--- config.mk ---
export PLATFORM = sky130hd
export DESIGN_NAME = rate_decimator
export DESIGN_NICKNAME = d
export VERILOG_FILES = /design/src/rtl/rd_pkg.sv /design/src/rtl/rd_step.sv /design/src/rtl/rd_out_stage.sv /design/src/rtl/rate_decimator.sv
export SDC_FILE = /design/constraint.sdc
export NUM_CORES = 1
export LEC_CHECK = 0
export BUFFER_PORTS_ARGS = -buffer_cell sky130_fd_sc_hd__buf_2
export CELL_PAD_IN_SITES_DETAIL_PLACEMENT = 1
export CELL_PAD_IN_SITES_GLOBAL_PLACEMENT = 1
export CORE_MARGIN = 3
export CORE_UTILIZATION = 45
export CTS_CLUSTER_SIZE = 16
export DETAILED_ROUTE_END_ITERATION = 10
export GPL_TIMING_DRIVEN = 0
export PLACE_DENSITY_LB_ADDON = 0.1
export SYNTH_ARGS = -nofsm -noshare
export SYNTH_HDL_FRONTEND = slang
export SYNTH_SLANG_ARGS = --single-unit
--- constraint.sdc ---
create_clock -name clk_i -period 13.15 [get_ports clk_i]
set_input_delay 0.6575 -clock clk_i [delete_from_list [all_inputs] [get_ports clk_i]]
set_output_delay 0.6575 -clock clk_i [all_outputs]
set_load 0.05 [all_outputs]
--- src/rtl/rd_pkg.sv ---
package rd_pkg;
  localparam int SPAN_W_DEF = 16;
  localparam int RATE_W_DEF = 6;
  localparam int DATA_W_DEF = 16;
endpackage

--- src/rtl/rd_step.sv ---
// One accumulator step of N/M drop selection; restart presets to M-N so item 0 is kept.
module rd_step #(
  parameter int W = 16
) (
  input  logic [W-1:0] acc_i,
  input  logic         restart_i,
  input  logic [W-1:0] num_i,
  input  logic [W-1:0] den_i,
  output logic         keep_o,
  output logic [W-1:0] acc_o
);
  logic         bypass;
  logic [W-1:0] base;
  logic [W:0]   sum;
  logic [W:0]   rem;

  assign bypass = (num_i == '0) || (den_i == '0) || (num_i >= den_i);
  assign base   = restart_i ? (den_i - num_i) : acc_i;
  assign sum    = {1'b0, base} + {1'b0, num_i};
  assign rem    = sum - {1'b0, den_i};

  always_comb begin
    if (bypass) begin
      keep_o = 1'b1;
      acc_o  = '0;
    end else if (sum >= {1'b0, den_i}) begin
      keep_o = 1'b1;
      acc_o  = rem[W-1:0];
    end else begin
      keep_o = 1'b0;
      acc_o  = sum[W-1:0];
    end
  end
endmodule

--- src/rtl/rd_out_stage.sv ---
module rd_out_stage #(
  parameter int DATA_W = 16
) (
  input  logic              clk_i,
  input  logic              rst_ni,
  input  logic              sel_i,
  input  logic [DATA_W-1:0] data_i,
  input  logic              sof_i,
  input  logic              eol_i,
  output logic              valid_o,
  output logic [DATA_W-1:0] data_o,
  output logic              sof_o,
  output logic              eol_o
);
  always_ff @(posedge clk_i or negedge rst_ni) begin
    if (!rst_ni) begin
      valid_o <= 1'b0;
      data_o  <= '0;
      sof_o   <= 1'b0;
      eol_o   <= 1'b0;
    end else begin
      valid_o <= sel_i;
      data_o  <= sel_i ? data_i : data_o;
      sof_o   <= sel_i & sof_i;
      eol_o   <= sel_i & eol_i;
    end
  end
endmodule

--- src/rtl/rate_decimator.sv ---
module rate_decimator
  import rd_pkg::*;
#(
  parameter int DATA_W = DATA_W_DEF,
  parameter int SPAN_W = SPAN_W_DEF,
  parameter int RATE_W = RATE_W_DEF
) (
  input  logic              clk_i,
  input  logic              rst_ni,
  input  logic              enable_i,
  input  logic [SPAN_W-1:0] h_num_i,
  input  logic [SPAN_W-1:0] h_den_i,
  input  logic [SPAN_W-1:0] v_num_i,
  input  logic [SPAN_W-1:0] v_den_i,
  input  logic [RATE_W-1:0] f_num_i,
  input  logic [RATE_W-1:0] f_den_i,
  input  logic              in_valid_i,
  input  logic [DATA_W-1:0] in_data_i,
  input  logic              in_sof_i,
  input  logic              in_eol_i,
  output logic              out_valid_o,
  output logic [DATA_W-1:0] out_data_o,
  output logic              out_sof_o,
  output logic              out_eol_o
);
  logic              in_frame_q, f_fresh_q, frame_keep_q, line_keep_q, line_start_q;
  logic [RATE_W-1:0] f_acc_q, f_acc_d;
  logic [SPAN_W-1:0] v_acc_q, v_acc_d, h_acc_q, h_acc_d;
  logic [SPAN_W-1:0] h_num_q, h_den_q, v_num_q, v_den_q;
  logic [SPAN_W-1:0] h_num_e, h_den_e, v_num_e, v_den_e;
  logic              f_keep, v_keep, h_keep;
  logic              line_first, in_frame_now, frame_keep_now, line_keep_now, sel;

  // factors in force for this item: live on the frame-start item, latched otherwise
  assign h_num_e = in_sof_i ? h_num_i : h_num_q;
  assign h_den_e = in_sof_i ? h_den_i : h_den_q;
  assign v_num_e = in_sof_i ? v_num_i : v_num_q;
  assign v_den_e = in_sof_i ? v_den_i : v_den_q;

  assign line_first = in_sof_i | line_start_q;

  rd_step #(.W(RATE_W)) u_frame_step (
    .acc_i(f_acc_q), .restart_i(f_fresh_q), .num_i(f_num_i), .den_i(f_den_i),
    .keep_o(f_keep), .acc_o(f_acc_d)
  );
  rd_step #(.W(SPAN_W)) u_line_step (
    .acc_i(v_acc_q), .restart_i(in_sof_i), .num_i(v_num_e), .den_i(v_den_e),
    .keep_o(v_keep), .acc_o(v_acc_d)
  );
  rd_step #(.W(SPAN_W)) u_col_step (
    .acc_i(h_acc_q), .restart_i(line_first), .num_i(h_num_e), .den_i(h_den_e),
    .keep_o(h_keep), .acc_o(h_acc_d)
  );

  assign in_frame_now   = in_sof_i | in_frame_q;
  assign frame_keep_now = in_sof_i ? f_keep : frame_keep_q;
  assign line_keep_now  = line_first ? v_keep : line_keep_q;
  assign sel = in_valid_i & enable_i & in_frame_now & frame_keep_now & line_keep_now
             & (h_keep | in_eol_i);

  always_ff @(posedge clk_i or negedge rst_ni) begin
    if (!rst_ni) begin
      in_frame_q   <= 1'b0;
      f_fresh_q    <= 1'b1;
      frame_keep_q <= 1'b0;
      line_keep_q  <= 1'b0;
      line_start_q <= 1'b0;
      f_acc_q      <= '0;
      v_acc_q      <= '0;
      h_acc_q      <= '0;
      h_num_q      <= '0;
      h_den_q      <= '0;
      v_num_q      <= '0;
      v_den_q      <= '0;
    end else if (!enable_i) begin
      in_frame_q   <= 1'b0;
      f_fresh_q    <= 1'b1;
      line_start_q <= 1'b0;
    end else if (in_valid_i) begin
      if (in_sof_i) begin
        in_frame_q   <= 1'b1;
        f_fresh_q    <= 1'b0;
        f_acc_q      <= f_acc_d;
        frame_keep_q <= f_keep;
        h_num_q      <= h_num_i;
        h_den_q      <= h_den_i;
        v_num_q      <= v_num_i;
        v_den_q      <= v_den_i;
      end
      if (in_frame_now) begin
        line_start_q <= in_eol_i;
        h_acc_q      <= h_acc_d;
        if (line_first) begin
          v_acc_q     <= v_acc_d;
          line_keep_q <= v_keep;
        end
      end
    end
  end

  rd_out_stage #(.DATA_W(DATA_W)) u_out (
    .clk_i(clk_i), .rst_ni(rst_ni), .sel_i(sel), .data_i(in_data_i),
    .sof_i(in_sof_i), .eol_i(in_eol_i), .valid_o(out_valid_o),
    .data_o(out_data_o), .sof_o(out_sof_o), .eol_o(out_eol_o)
  );
endmodule

==> run summary <==
The flow ran to the end, and the final reports show no timing, DRC or antenna violations. The routed wire length is 38.2 mm. The CTS tree is done. Yosys printed 0 warnings.

The area growth from synthesis to layout is 14.2%. The number of nets handed over by synthesis was 1500. The number of enable-type register cells in the synthesized netlist is 0. The most common cell in the synthesized netlist is sky130_fd_sc_hd__dfrtp_1. The clock insertion delay at the later pin of the skew report came out at 430 ps. The share of the cycle needed by the critical path after routing is 74.9%.

The tightest min-delay check is of the in2async type. The count of hold buffers inserted by post-cts repair came out at 0. Input and output buffers added on the ports amount to 116. The post-synthesis instance area came out at 11600 µm². After technology mapping, the gate count stands at 1277. The share of async-settable or async-resettable flops after synthesis came out at 100%. Dividing total power by cell area gives a power density of 279 nW/µm². The clock sink count came out at 126.

The shortest period the worst path allows came out at 9850 ps. The final number of setup-violating endpoints came out at 0. The clock passes through at most 2 buffers. The total number of H-tree levels is 4. The max capacitance violation total is 0. The clock tree root buffer cell is sky130_fd_sc_hd__clkbuf_16.

Across the VDD grid, the largest voltage drop is 0.160 mV. The number of core rows is 58. The setup total negative slack is 0 ps. After synthesis, the mean cell area works out to 9.06 µm². STA classifies the critical path startpoint as a primary input.

The total die area is 27700 µm². The per-cell via count in the routed design came out at 5.85. The final routed DRC violation total is 0. The filler cell count in the final layout is 3028.

The minimum setup slack among reg-to-reg paths is 5750 ps. The worst hold margin is 163 ps. Among all stages on the critical path, the largest delay is contributed by sky130_fd_sc_hd__buf_1. The CTS clock-pin slew for the worst setup and hold paths is 70 ps. Sequential cells were found to cover 27.3% of the synthesized design area.

The weighted congestion reported at the end of routability-driven placement is 0.886. The number of iterations in the first detailed-routing pass is 5. The number of top-level pins is 117.

After synthesis, the cell types taking the most area are sky130_fd_sc_hd__dfrtp_1 27%, sky130_fd_sc_hd__ha_1 13%, sky130_fd_sc_hd__mux2_2 9.1%. The HPWL after detailed placement is 30.5 mm. Setup repair after global routing left no endpoint under its margin. The number of global-route vias before repair is 10800. The slew at the pin with the worst max-slew slack is 1100 ps. The fraction of the core area covered by cells at the end of the flow came out at 52.3%. The first global-routing pass estimated 60.1 mm of wire. The kind of end point of the critical path is a flop.

Data on the critical path is required at its endpoint by 13470 ps. Of all nets on the critical path, the largest fanout is 10. The share of the synthesized area in the top cell type is 27.0%. The post-layout total power came out at 3.68 mW. In the synthesized netlist the dominant register cell turns out to be sky130_fd_sc_hd__dfrtp_1. The largest single stage delay on the critical path is 820 ps. The highest achievable clock rate is 0.102 GHz. The count of different cell masters after synthesis came out at 66. The setup skew after layout came out at 13.4 ps. The total of flip-flops plus latches after synthesis is 126. The number of setup buffers added after CTS came out at 0. The static power due to leakage came out at 6.50 nW. The final hold violation count is 0. The effective utilization at floorplan came out at 45.8%. Global routing used 27.4% of the available tracks across all layers. The final number of max-transition violations came out at 0.

0 antenna diodes ended up in the layout. Of all cell types, the one taking the most synthesized area is sky130_fd_sc_hd__dfrtp_1. The detail-routed net length per standard cell is 21.7 µm.

The number of buffers created by CTS came out at 17. The die outline width came out at 166 µm. The final layout contains 1636 nets. The tightest slew margin relative to the limit is 26.8%. The number of gates resized after CTS came out at 0. The number of antenna violations at the first check in global routing was 0. The maximum number of pins on one net before global-route repair is 77. The critical path arrival came out at 10170 ps. The total grt overflow came out at 0. The path type of the worst setup path is in2reg.

The height of the die is 166 µm. Once detail routing completed, the nets flagged for antenna violations numbered 0. The number of DRC markers after the initial detailed-route iteration is 476. The total via count after detailed routing came out at 10300. The ratio of cells with drive above 1 in the final layout is 19.0%. The area inside the core boundary came out at 25300 µm². Counting instances in the post-synthesis netlist gives the leading cell types as 125 x sky130_fd_sc_hd__dfrtp_1, 116 x sky130_fd_sc_hd__ha_1, 114 x sky130_fd_sc_hd__inv_1.
-- critical path, delay by kind of cell --
kind,cells,cell delay (ps)
fa+ha+maj,3,1000
mux,3,1230
simple gates,7,760
compound gates,12,3270
xor+xnor,2,330
buf+inv,8,2880
-- area by class of cell --
type	instances	area (µm²)	area share (%)
multi-input cells	1004	7830	59.3
flip-flops and latches	126	3150	23.9
repair buffers	117	614	4.65
inverters	115	432	3.27
clock buffers	18	429	3.25
well taps	330	413	3.13
clock inverters	14	186	1.41
plain buffers	32	153	1.16
-- stage by stage --
stage	std cells	instance area, µm²	setup slack (ps)
floorplan	1277	11600	5550
global placement	1723	12600	3140
detailed placement	1724	12600	3070
CTS	1756	13200	3460
global route	1756	13200	2770
finish	1756	13200	3300
-- sequential cells by signal (all words and copies together), names as in the netlist, 6 cells and up --
name / count
v_num_q: 16
h_den_q: 16
v_acc_q: 16
h_acc_q: 16
v_den_q: 16
h_num_q: 16
u_out.data_o: 16
f_acc_q: 6
-- final timing paths --
check	from	end	depth (start not counted)
setup / recovery	in_sof_i	u_out.data_o[12]$_DFFE_PN0P_	35
hold / removal	rst_ni	h_acc_q[11]$_DFFE_PN0P_	1
setup reg to reg	v_den_q[1]$_DFFE_PN0P_	u_out.data_o[12]$_DFFE_PN0P_	30
hold reg to reg	v_acc_q[6]$_DFFE_PN0P_	v_acc_q[6]$_DFFE_PN0P_	2
max in group asynchronous	rst_ni	f_fresh_q$_DFFE_PN1P_	2
min in group clk_i	in_data_i[9]	u_out.data_o[9]$_DFFE_PN0P_	2
-- kinds of logic after synthesis --
family,count (synthesis),synth area share [%]
and+or+nand+nor,309,12.8
DFF,126,27.3
xor gates and xnor gates,86,6.51
buffers and inverters,147,5.05
AOI/OAI and AO/OA,291,16.2
muxes,193,18.1
adders and majority gates,125,14.1
-- report_power, final --
| part | switching (mW) | internal [mW] | total [mW] | leakage, nW |
|---|---|---|---|---|
| logic | 1.50 | 1.10 | 2.60 | 4.66 |
| clock network | 0.206 | 0.303 | 0.508 | 0.293 |
| registers | 0.0699 | 0.502 | 0.571 | 1.55 |
-- placed cells by master (no fill, tap or decap), drive strengths merged, types with 3 or more instances in the layout --
master  instances
a21boi          5
nand4          21
ha            116
clkbuf         31
fa              9
or2             4
o21a           19
o41ai           4
or3             9
o211ai          6
a22oi           3
nor4           19
a31oi           7
nor2b          18
or4             4
o31ai          10
nand2          89
clkinv          7
a21o           29
and2            3
xnor2          65
dfrtp         125
o211a           4
mux2          101
nand3          18
bufinv          3
a211o           7
buf           136
nor3           28
a21oi          68
inv           117
xor2           21
mux2i          92
o21ai          90
a211oi         11
nand2b         15
nor2           77
o21bai          8
-- metal layers --
metal / global-route usage [%] / vias to the layer above / part of all wire, %
met5: 0 / - / 0
met4: 7.46 / 0 / 2.5
met3: 5.31 / 62 / 6.6
met2: 42.8 / 281 / 44
met1: 39.0 / 5081 / 47
li1: - / 4853 / -
Power figures use the tool's default switching activity.
